`config.mk`:
```
export PLATFORM = sky130hd
export DESIGN_NAME = lldma_channel
export DESIGN_NICKNAME = d
export VERILOG_FILES = /design/src/rtl/lldma_pkg.sv /design/src/rtl/lldma_regs.sv /design/src/rtl/lldma_engine.sv /design/src/rtl/lldma_channel.sv
export SDC_FILE = /design/constraint.sdc
export NUM_CORES = 1
export LEC_CHECK = 0
export BUFFER_PORTS_ARGS = -buffer_cell sky130_fd_sc_hd__buf_2
export CAP_MARGIN = 20
export CORE_MARGIN = 2
export CORE_UTILIZATION = 25
export CTS_CLUSTER_DIAMETER = 30
export CTS_CLUSTER_SIZE = 30
export DETAILED_ROUTE_END_ITERATION = 12
export SYNTH_ARGS = -nofsm -noshare
export SYNTH_HDL_FRONTEND = slang
export SYNTH_HIERARCHICAL = 1
export SYNTH_SLANG_ARGS = --single-unit
```
`constraint.sdc`:
```
create_clock -name clk -period 3.6 [get_ports clk]
set_input_delay 0.18 -clock clk [delete_from_list [all_inputs] [get_ports clk]]
set_output_delay 0.18 -clock clk [all_outputs]
set_load 0.01 [all_outputs]
```
`src/rtl/lldma_pkg.sv`:
```
package lldma_pkg;

    localparam int WORD_W     = 32;
    localparam int CNT_W      = 16;
    localparam int CHUNK_W    = 2;
    localparam int BURST_W    = 1 << CHUNK_W;
    localparam int DESC_WORDS = 5;
    localparam int FIDX_W     = $clog2(DESC_WORDS);
    localparam int REG_AW     = 4;

    typedef enum logic [1:0] {
        SEL_RUN  = 2'd0,
        SEL_PTR  = 2'd1,
        SEL_MODE = 2'd2,
        SEL_STAT = 2'd3
    } reg_sel_e;

    typedef struct packed {
        logic [WORD_W-CNT_W-CHUNK_W-1:0] spare;
        logic [CHUNK_W-1:0]              chunk;
        logic [CNT_W-1:0]                beats;
    } cnt_word_t;

    typedef struct packed {
        logic [WORD_W-7:0] spare_hi;
        logic              dst_hold;
        logic              src_hold;
        logic              spare_lo;
        logic              paced;
        logic              dst_step;
        logic              src_step;
    } mode_word_t;

    typedef enum logic [2:0] {
        CH_IDLE,
        CH_FETCH,
        CH_CHECK,
        CH_WAIT,
        CH_READ,
        CH_WRITE,
        CH_LINK
    } ch_state_e;

    function automatic logic [WORD_W-1:0] next_addr(input logic [WORD_W-1:0] a,
                                                     input logic step);
        return step ? a + WORD_W'(4) : a;
    endfunction

    function automatic logic [BURST_W-1:0] chunk_len(input logic [CHUNK_W-1:0] c);
        return BURST_W'(1) << c;
    endfunction

endpackage

```
`src/rtl/lldma_regs.sv`:
```
module lldma_regs
    import lldma_pkg::*;
(
    input  logic              clk,
    input  logic              rst,
    input  logic              reg_wr,
    input  logic              reg_rd,
    input  logic [REG_AW-1:0] reg_addr,
    input  logic [WORD_W-1:0] reg_wdata,
    output logic [WORD_W-1:0] reg_rdata,
    input  logic              busy,
    input  logic [WORD_W-1:0] mode_q,
    input  logic              chain_done,
    input  logic              align_err,
    output logic              start,
    output logic [WORD_W-1:0] desc_ptr,
    output logic              mode_we,
    output logic              done_flag,
    output logic              err_flag
);

    reg_sel_e sel;
    logic     stat_rd;

    assign sel     = reg_sel_e'(reg_addr[3:2]);
    assign stat_rd = reg_rd && (sel == SEL_STAT);
    assign start   = reg_wr && (sel == SEL_RUN) && reg_wdata[0] && !busy;
    assign mode_we = reg_wr && (sel == SEL_MODE) && !busy;

    always_ff @(posedge clk) begin
        if (rst) begin
            desc_ptr  <= '0;
            done_flag <= 1'b0;
            err_flag  <= 1'b0;
        end else begin
            if (reg_wr && sel == SEL_PTR && !busy) begin
                desc_ptr <= reg_wdata;
            end
            // a new event outranks the clear of the same cycle
            done_flag <= chain_done | (done_flag & ~stat_rd);
            err_flag  <= align_err  | (err_flag  & ~stat_rd);
        end
    end

    always_comb begin
        unique case (sel)
            SEL_RUN:  reg_rdata = {{(WORD_W-1){1'b0}}, busy};
            SEL_PTR:  reg_rdata = desc_ptr;
            SEL_MODE: reg_rdata = mode_q;
            default:  reg_rdata = {{(WORD_W-2){1'b0}}, err_flag, done_flag};
        endcase
    end

endmodule

```
`src/rtl/lldma_engine.sv`:
```
module lldma_engine
    import lldma_pkg::*;
(
    input  logic              clk,
    input  logic              rst,
    input  logic              start,
    input  logic [WORD_W-1:0] desc_ptr,
    input  logic              mode_we,
    input  logic [WORD_W-1:0] mode_wdata,
    output logic [WORD_W-1:0] mode_q,
    output logic              busy,
    output logic              chain_done,
    output logic              align_err,
    output logic              mem_req_valid,
    input  logic              mem_req_ready,
    output logic              mem_req_write,
    output logic [WORD_W-1:0] mem_req_addr,
    output logic [WORD_W-1:0] mem_req_wdata,
    input  logic [WORD_W-1:0] mem_rdata,
    input  logic              per_req,
    output logic              per_ack
);

    localparam logic [FIDX_W-1:0] FIDX_LAST = FIDX_W'(DESC_WORDS - 1);

    ch_state_e           state;
    logic [FIDX_W-1:0]   fidx;
    logic [WORD_W-1:0]   cur_desc;
    logic [WORD_W-1:0]   src_a;
    logic [WORD_W-1:0]   dst_a;
    logic [WORD_W-1:0]   link;
    logic [WORD_W-1:0]   hold_data;
    cnt_word_t           cnt_w;
    mode_word_t          mode_w;
    logic [CNT_W-1:0]    left;
    logic [BURST_W-1:0]  in_chunk;
    logic                hs;
    logic                last_beat;
    logic                chunk_end;
    logic                misaligned;

    assign hs         = mem_req_valid && mem_req_ready;
    assign last_beat  = (left == CNT_W'(1));
    assign chunk_end  = mode_w.paced && (in_chunk == BURST_W'(1) || last_beat);
    assign misaligned = (dst_a[1:0] != 2'b00);

    assign mode_q     = mode_w;
    assign busy       = (state != CH_IDLE);
    assign chain_done = (state == CH_LINK) && (link == '0);
    assign align_err  = (state == CH_CHECK) && misaligned;
    assign per_ack    = (state == CH_WRITE) && hs && chunk_end;

    always_comb begin
        mem_req_valid = 1'b0;
        mem_req_write = 1'b0;
        mem_req_addr  = '0;
        mem_req_wdata = hold_data;
        unique case (state)
            CH_FETCH: begin
                mem_req_valid = 1'b1;
                mem_req_addr  = cur_desc + WORD_W'({fidx, 2'b00});
            end
            CH_READ: begin
                mem_req_valid = 1'b1;
                mem_req_addr  = src_a;
            end
            CH_WRITE: begin
                mem_req_valid = 1'b1;
                mem_req_write = 1'b1;
                mem_req_addr  = dst_a;
            end
            default: ;
        endcase
    end

    always_ff @(posedge clk) begin
        if (rst) begin
            state     <= CH_IDLE;
            fidx      <= '0;
            cur_desc  <= '0;
            src_a     <= '0;
            dst_a     <= '0;
            link      <= '0;
            hold_data <= '0;
            cnt_w     <= '0;
            mode_w    <= '0;
            left      <= '0;
            in_chunk  <= '0;
        end else begin
            unique case (state)
                CH_IDLE: begin
                    if (mode_we) begin
                        mode_w <= mode_word_t'(mode_wdata);
                    end
                    if (start) begin
                        cur_desc <= desc_ptr;
                        fidx     <= '0;
                        state    <= CH_FETCH;
                    end
                end
                CH_FETCH: begin
                    if (hs) begin
                        unique case (fidx)
                            FIDX_W'(0): if (!mode_w.src_hold) src_a <= mem_rdata;
                            FIDX_W'(1): if (!mode_w.dst_hold) dst_a <= mem_rdata;
                            FIDX_W'(2): cnt_w  <= cnt_word_t'(mem_rdata);
                            FIDX_W'(3): mode_w <= mode_word_t'(mem_rdata);
                            default:    link   <= mem_rdata;
                        endcase
                        fidx <= fidx + FIDX_W'(1);
                        if (fidx == FIDX_LAST) begin
                            state <= CH_CHECK;
                        end
                    end
                end
                CH_CHECK: begin
                    left <= cnt_w.beats;
                    if (misaligned) begin
                        state <= CH_IDLE;
                    end else if (cnt_w.beats == '0) begin
                        state <= CH_LINK;
                    end else if (mode_w.paced) begin
                        state <= CH_WAIT;
                    end else begin
                        state <= CH_READ;
                    end
                end
                CH_WAIT: begin
                    if (per_req) begin
                        in_chunk <= chunk_len(cnt_w.chunk);
                        state    <= CH_READ;
                    end
                end
                CH_READ: begin
                    if (hs) begin
                        hold_data <= mem_rdata;
                        state     <= CH_WRITE;
                    end
                end
                CH_WRITE: begin
                    if (hs) begin
                        src_a    <= next_addr(src_a, mode_w.src_step);
                        dst_a    <= next_addr(dst_a, mode_w.dst_step);
                        left     <= left - CNT_W'(1);
                        in_chunk <= in_chunk - BURST_W'(1);
                        if (last_beat) begin
                            state <= CH_LINK;
                        end else if (chunk_end) begin
                            state <= CH_WAIT;
                        end else begin
                            state <= CH_READ;
                        end
                    end
                end
                default: begin
                    if (link == '0) begin
                        state <= CH_IDLE;
                    end else begin
                        cur_desc <= link;
                        fidx     <= '0;
                        state    <= CH_FETCH;
                    end
                end
            endcase
        end
    end

endmodule

```
`src/rtl/lldma_channel.sv`:
```
module lldma_channel
    import lldma_pkg::*;
(
    input  logic              clk,
    input  logic              rst,
    input  logic              reg_wr,
    input  logic              reg_rd,
    input  logic [REG_AW-1:0] reg_addr,
    input  logic [WORD_W-1:0] reg_wdata,
    output logic [WORD_W-1:0] reg_rdata,
    output logic              mem_req_valid,
    input  logic              mem_req_ready,
    output logic              mem_req_write,
    output logic [WORD_W-1:0] mem_req_addr,
    output logic [WORD_W-1:0] mem_req_wdata,
    input  logic [WORD_W-1:0] mem_rdata,
    input  logic              per_req,
    output logic              per_ack
);

    logic              start;
    logic [WORD_W-1:0] desc_ptr;
    logic              mode_we;
    logic [WORD_W-1:0] mode_q;
    logic              busy;
    logic              chain_done;
    logic              align_err;
    logic              done_flag;
    logic              err_flag;

    lldma_regs u_regs (
        .clk        (clk),
        .rst        (rst),
        .reg_wr     (reg_wr),
        .reg_rd     (reg_rd),
        .reg_addr   (reg_addr),
        .reg_wdata  (reg_wdata),
        .reg_rdata  (reg_rdata),
        .busy       (busy),
        .mode_q     (mode_q),
        .chain_done (chain_done),
        .align_err  (align_err),
        .start      (start),
        .desc_ptr   (desc_ptr),
        .mode_we    (mode_we),
        .done_flag  (done_flag),
        .err_flag   (err_flag)
    );

    lldma_engine u_engine (
        .clk           (clk),
        .rst           (rst),
        .start         (start),
        .desc_ptr      (desc_ptr),
        .mode_we       (mode_we),
        .mode_wdata    (reg_wdata),
        .mode_q        (mode_q),
        .busy          (busy),
        .chain_done    (chain_done),
        .align_err     (align_err),
        .mem_req_valid (mem_req_valid),
        .mem_req_ready (mem_req_ready),
        .mem_req_write (mem_req_write),
        .mem_req_addr  (mem_req_addr),
        .mem_req_wdata (mem_req_wdata),
        .mem_rdata     (mem_rdata),
        .per_req       (per_req),
        .per_ack       (per_ack)
    );

endmodule

```
==> flow_metrics.py <==
metrics = {
    "outcome": {
        "status": "finished clean",
    },
    "cells_and_area": {
        "nNetsFinal": 2171,
        "layout_common_cells": "nand2_1, dfxtp_1, a21oi_1",
        "antenna_cells": 0,
        "mostFrequentLayoutCell": "nand2_1",
        "final_layout_size_suffix_gt1_share_pct": 15.80,
        "final.fill_count": 6116,
        "area_delta_synth_final_pct": 27.67,
    },
    "timing": {
        "min_period_ns": 3.401,
        "worst_pin_slew_ns": 0.9387,
        "slew_headroom_pct": 37.18,
        "final_hold_viol_count": 0,
        "drv_slew": 0,
        "setup_violations": 0,
        "final.period_utilization_pct": 94.48,
        "maxClockFrequency_mhz": 294.0,
        "skew_ns": 0.01801,
        "grt_setup_unrepaired": "false",
        "setup-tns-final_ns": 0,
        "hold_ws_ns": 0.02536,
    },
    "logic_synthesis": {
        "synthFlopType": "dfxtp_1",
        "yosys_register_bits": 270,
        "synth_top_family_by_area": "simple AND/OR/NAND/NOR gates",
        "synth_nets": 1998,
        "synthXorXnorAreaFrac_pct": 1.352,
        "yosys.area_share.simple_pct": 26.73,
        "synthMuxAreaShare_pct": 7.334,
        "synth-seq-area-share_pct": 36.29,
        "async_reset_ff_share_pct": 0,
        "synthAdderAreaFrac_pct": 1.310,
        "syn_area_per_cell_um2": 7.802,
        "syn_area_mm2": 0.01489,
        "ys_types": 78,
        "synth_edf_count": 0,
        "yosysWarnings": 6,
        "synth_cells": 1909,
        "synth_compound_area_share_pct": 21.65,
    },
    "clock_tree": {
        "clk_pin_slew_ns": 0.05,
        "cts.sinks": 270,
        "cts_tree": "yes",
        "numCtsBuffers": 56,
        "htreeDepth": 2,
        "worstSkewPairLatency_ns": 0.57,
        "cts-root-buf": "clkbuf_16",
        "clk_path_buf_depth": 3,
    },
    "detailed_routing": {
        "avgViaCountPerCell": 5.388,
        "drc": 0,
        "ant_nets": 0,
        "drt_pass1_iterations": 6,
        "routed-via-count": 15620,
        "drt-wirelength-per-cell_um": 19.54,
        "drt_iter0_drc": 1583,
        "wirelength_mm": 56.64,
    },
    "floorplanning": {
        "fp-row-count": 89,
        "io_pins": 173,
        "start_util_pct": 25.28,
        "coreArea_mm2": 0.05891,
        "die_h_um": 248.1,
        "die_area_mm2": 0.06155,
        "die_w_um": 248.1,
    },
    "worst_setup_path": {
        "slowest_stage": "dlygate4sd3_1",
        "cp-start-kind": "flip-flop",
        "cp_max_fo": 64,
        "worst_setup_path_end_kind": "flip-flop",
        "crit_family": "buffers and inverters",
        "cp.arrival_ns": 3.90,
        "max_stage_delay_ns": 0.58,
        "cp.buffers_inverters": 3,
        "critical_path.cell_chain": "nor3_2 -> buf_4 -> a22oi_1 -> a21oi_4 -> buf_4 -> nor2_1 -> a311oi_1 -> dlygate4sd3_1",
        "cp_common_cell": "buf_4",
        "critPathKind": "reg -> reg",
        "crit_required_ns": 4.10,
    },
    "global_route": {
        "grt_pass1_wl_mm": 84.54,
        "grt_pass1_vias": 14590,
        "track_usage_pct": 17.56,
        "grt-ovfl-total": 0,
        "antenna_found_initial": 5,
        "grt_max_degree": 164,
    },
    "power_and_ir_drop": {
        "leakage_nw": 6.843,
        "peakVddDrop_mv": 0.4865,
        "power_density_mw_per_mm2": 567.7,
        "power.total_mw": 10.80,
    },
    "flow_run": {
        "cap_violations": 0,
    },
    "placed_design": {
        "port-buffer-count": 170,
        "gp_congestion": 0.9220,
        "dp_hpwl_mm": 39.09,
    },
    "hold_path": {
        "hp-class": "in -> reg",
    },
}
metrics by stage:
| stage | std cells | instance area, um2 | setup WS, ns | util [%] |
|---|---|---|---|---|
| global route | 2899 | 19020 | 0.03080 | 32.28 |
| detailed placement | 2734 | 16400 | 0.6911 | 27.83 |
| floorplan | 1909 | 14890 | 1.046 | - |
| CTS | 2898 | 18980 | 0.09364 | 32.22 |
| global placement | 2734 | 16400 | 0.7409 | 27.83 |
| finish | 2899 | 19020 | 0.1988 | 32.28 |
report_power, final:
| group | leakage (nW) | total [mW] | internal (mW) | switching [mW] |
|---|---|---|---|---|
| combinational | 3.69 | 1.93 | 0.733 | 1.19 |
| clock | 0.969 | 5.44 | 3.67 | 1.77 |
| sequential | 2.18 | 3.43 | 3.19 | 0.248 |
| total | 6.84 | 10.8 | 7.59 | 3.21 |
final cells by class:
type / instances / area (um2) / area share (%)
timing repair buffer: 273 / 1821 / 9.574
clock buffer: 67 / 1494 / 7.856
clock inverter: 35 / 471.7 / 2.481
inverter: 27 / 101.3 / 0.5330
multi-input combinational: 1454 / 8755 / 46.04
sequential: 270 / 5406 / 28.43
tap: 773 / 967.2 / 5.086
cell usage after synthesis, types with 24 or more instances:
| master | instances | share of area (%) |
|---|---|---|
| a211oi_1 | 52 | 2.6 |
| a21oi_1 | 173 | 5.8 |
| a22o_1 | 36 | 2.1 |
| a311oi_1 | 34 | 2.0 |
| buf_2 | 24 | 0.81 |
| clkbuf_1 | 116 | 2.9 |
| dfxtp_1 | 270 | 36 |
| inv_1 | 26 | 0.66 |
| mux2i_1 | 102 | 6.9 |
| nand2_1 | 335 | 8.4 |
| nand2b_1 | 65 | 2.7 |
| nand3_1 | 53 | 1.8 |
| nand4_1 | 34 | 1.4 |
| nor2_1 | 116 | 2.9 |
| nor3_1 | 73 | 2.5 |
| nor4_1 | 36 | 1.5 |
| o21ai_0 | 53 | 1.8 |
| o22ai_1 | 26 | 1.1 |
metal layers:
metal	global-route usage [%]	up-vias	share of wire (%)
li1	-	7298	-
met1	23.60	7535	44
met2	27.81	665	45
met3	3.631	118	8.1
met4	6.076	4	2.8
met5	0	-	0.037
what timing repair did:
action / CTS / global route
gates resized for setup: 0 / 1
setup buffers: 0 / 0
hold buffers: 62 / 0
setup endpoints to repair: 0 / 1
hold endpoints to repair: 121 / 0
state kept, by name, summed over array words and instances (netlist names):
register                count
u_engine/cur_desc          32
u_engine/dst_a             32
u_engine/link              32
u_engine/mem_req_wdata     32
u_engine/mode_q            32
u_engine/src_a             32
u_regs/desc_ptr            32
u_engine/cnt_w             18
u_engine/left              16
u_engine/in_chunk           4
u_engine/fidx               3
u_engine/state              3
u_regs/done_flag            1
u_regs/err_flag             1
worst reg2reg max path, cell delays in order (launching register included):
cell	delay, ns
dfxtp_1	0.53
nor3_2	0.31
buf_4	0.53
a22oi_1	0.22
a21oi_4	0.15
buf_4	0.54
nor2_1	0.19
a311oi_1	0.28
dlygate4sd3_1	0.58
logic make-up after synthesis:
group,Yosys count
DFF,270
adders and majority gates,15
buffers and inverters,185
and+or+nand+nor,823
AOI/OAI and AO/OA,486
xor gates and xnor gates,23
muxes,107
worst paths after layout:
| kind | cells past startpoint | from | slack [ns] | end |
|---|---|---|---|---|
| min | 3 | mem_rdata[7] | 0.03 | u_engine/mem_req_wdata[7] |
| max reg2reg | 8 | u_engine/state[2] | 0.20 | u_engine/mode_q[29] |
| max | 8 | u_engine/state[2] | 0.20 | u_engine/mode_q[29] |
| min reg2reg | 2 | u_engine/mem_req_wdata[26] | 0.45 | u_engine/mem_req_wdata[26] |
(Power assumes the default switching activity.)
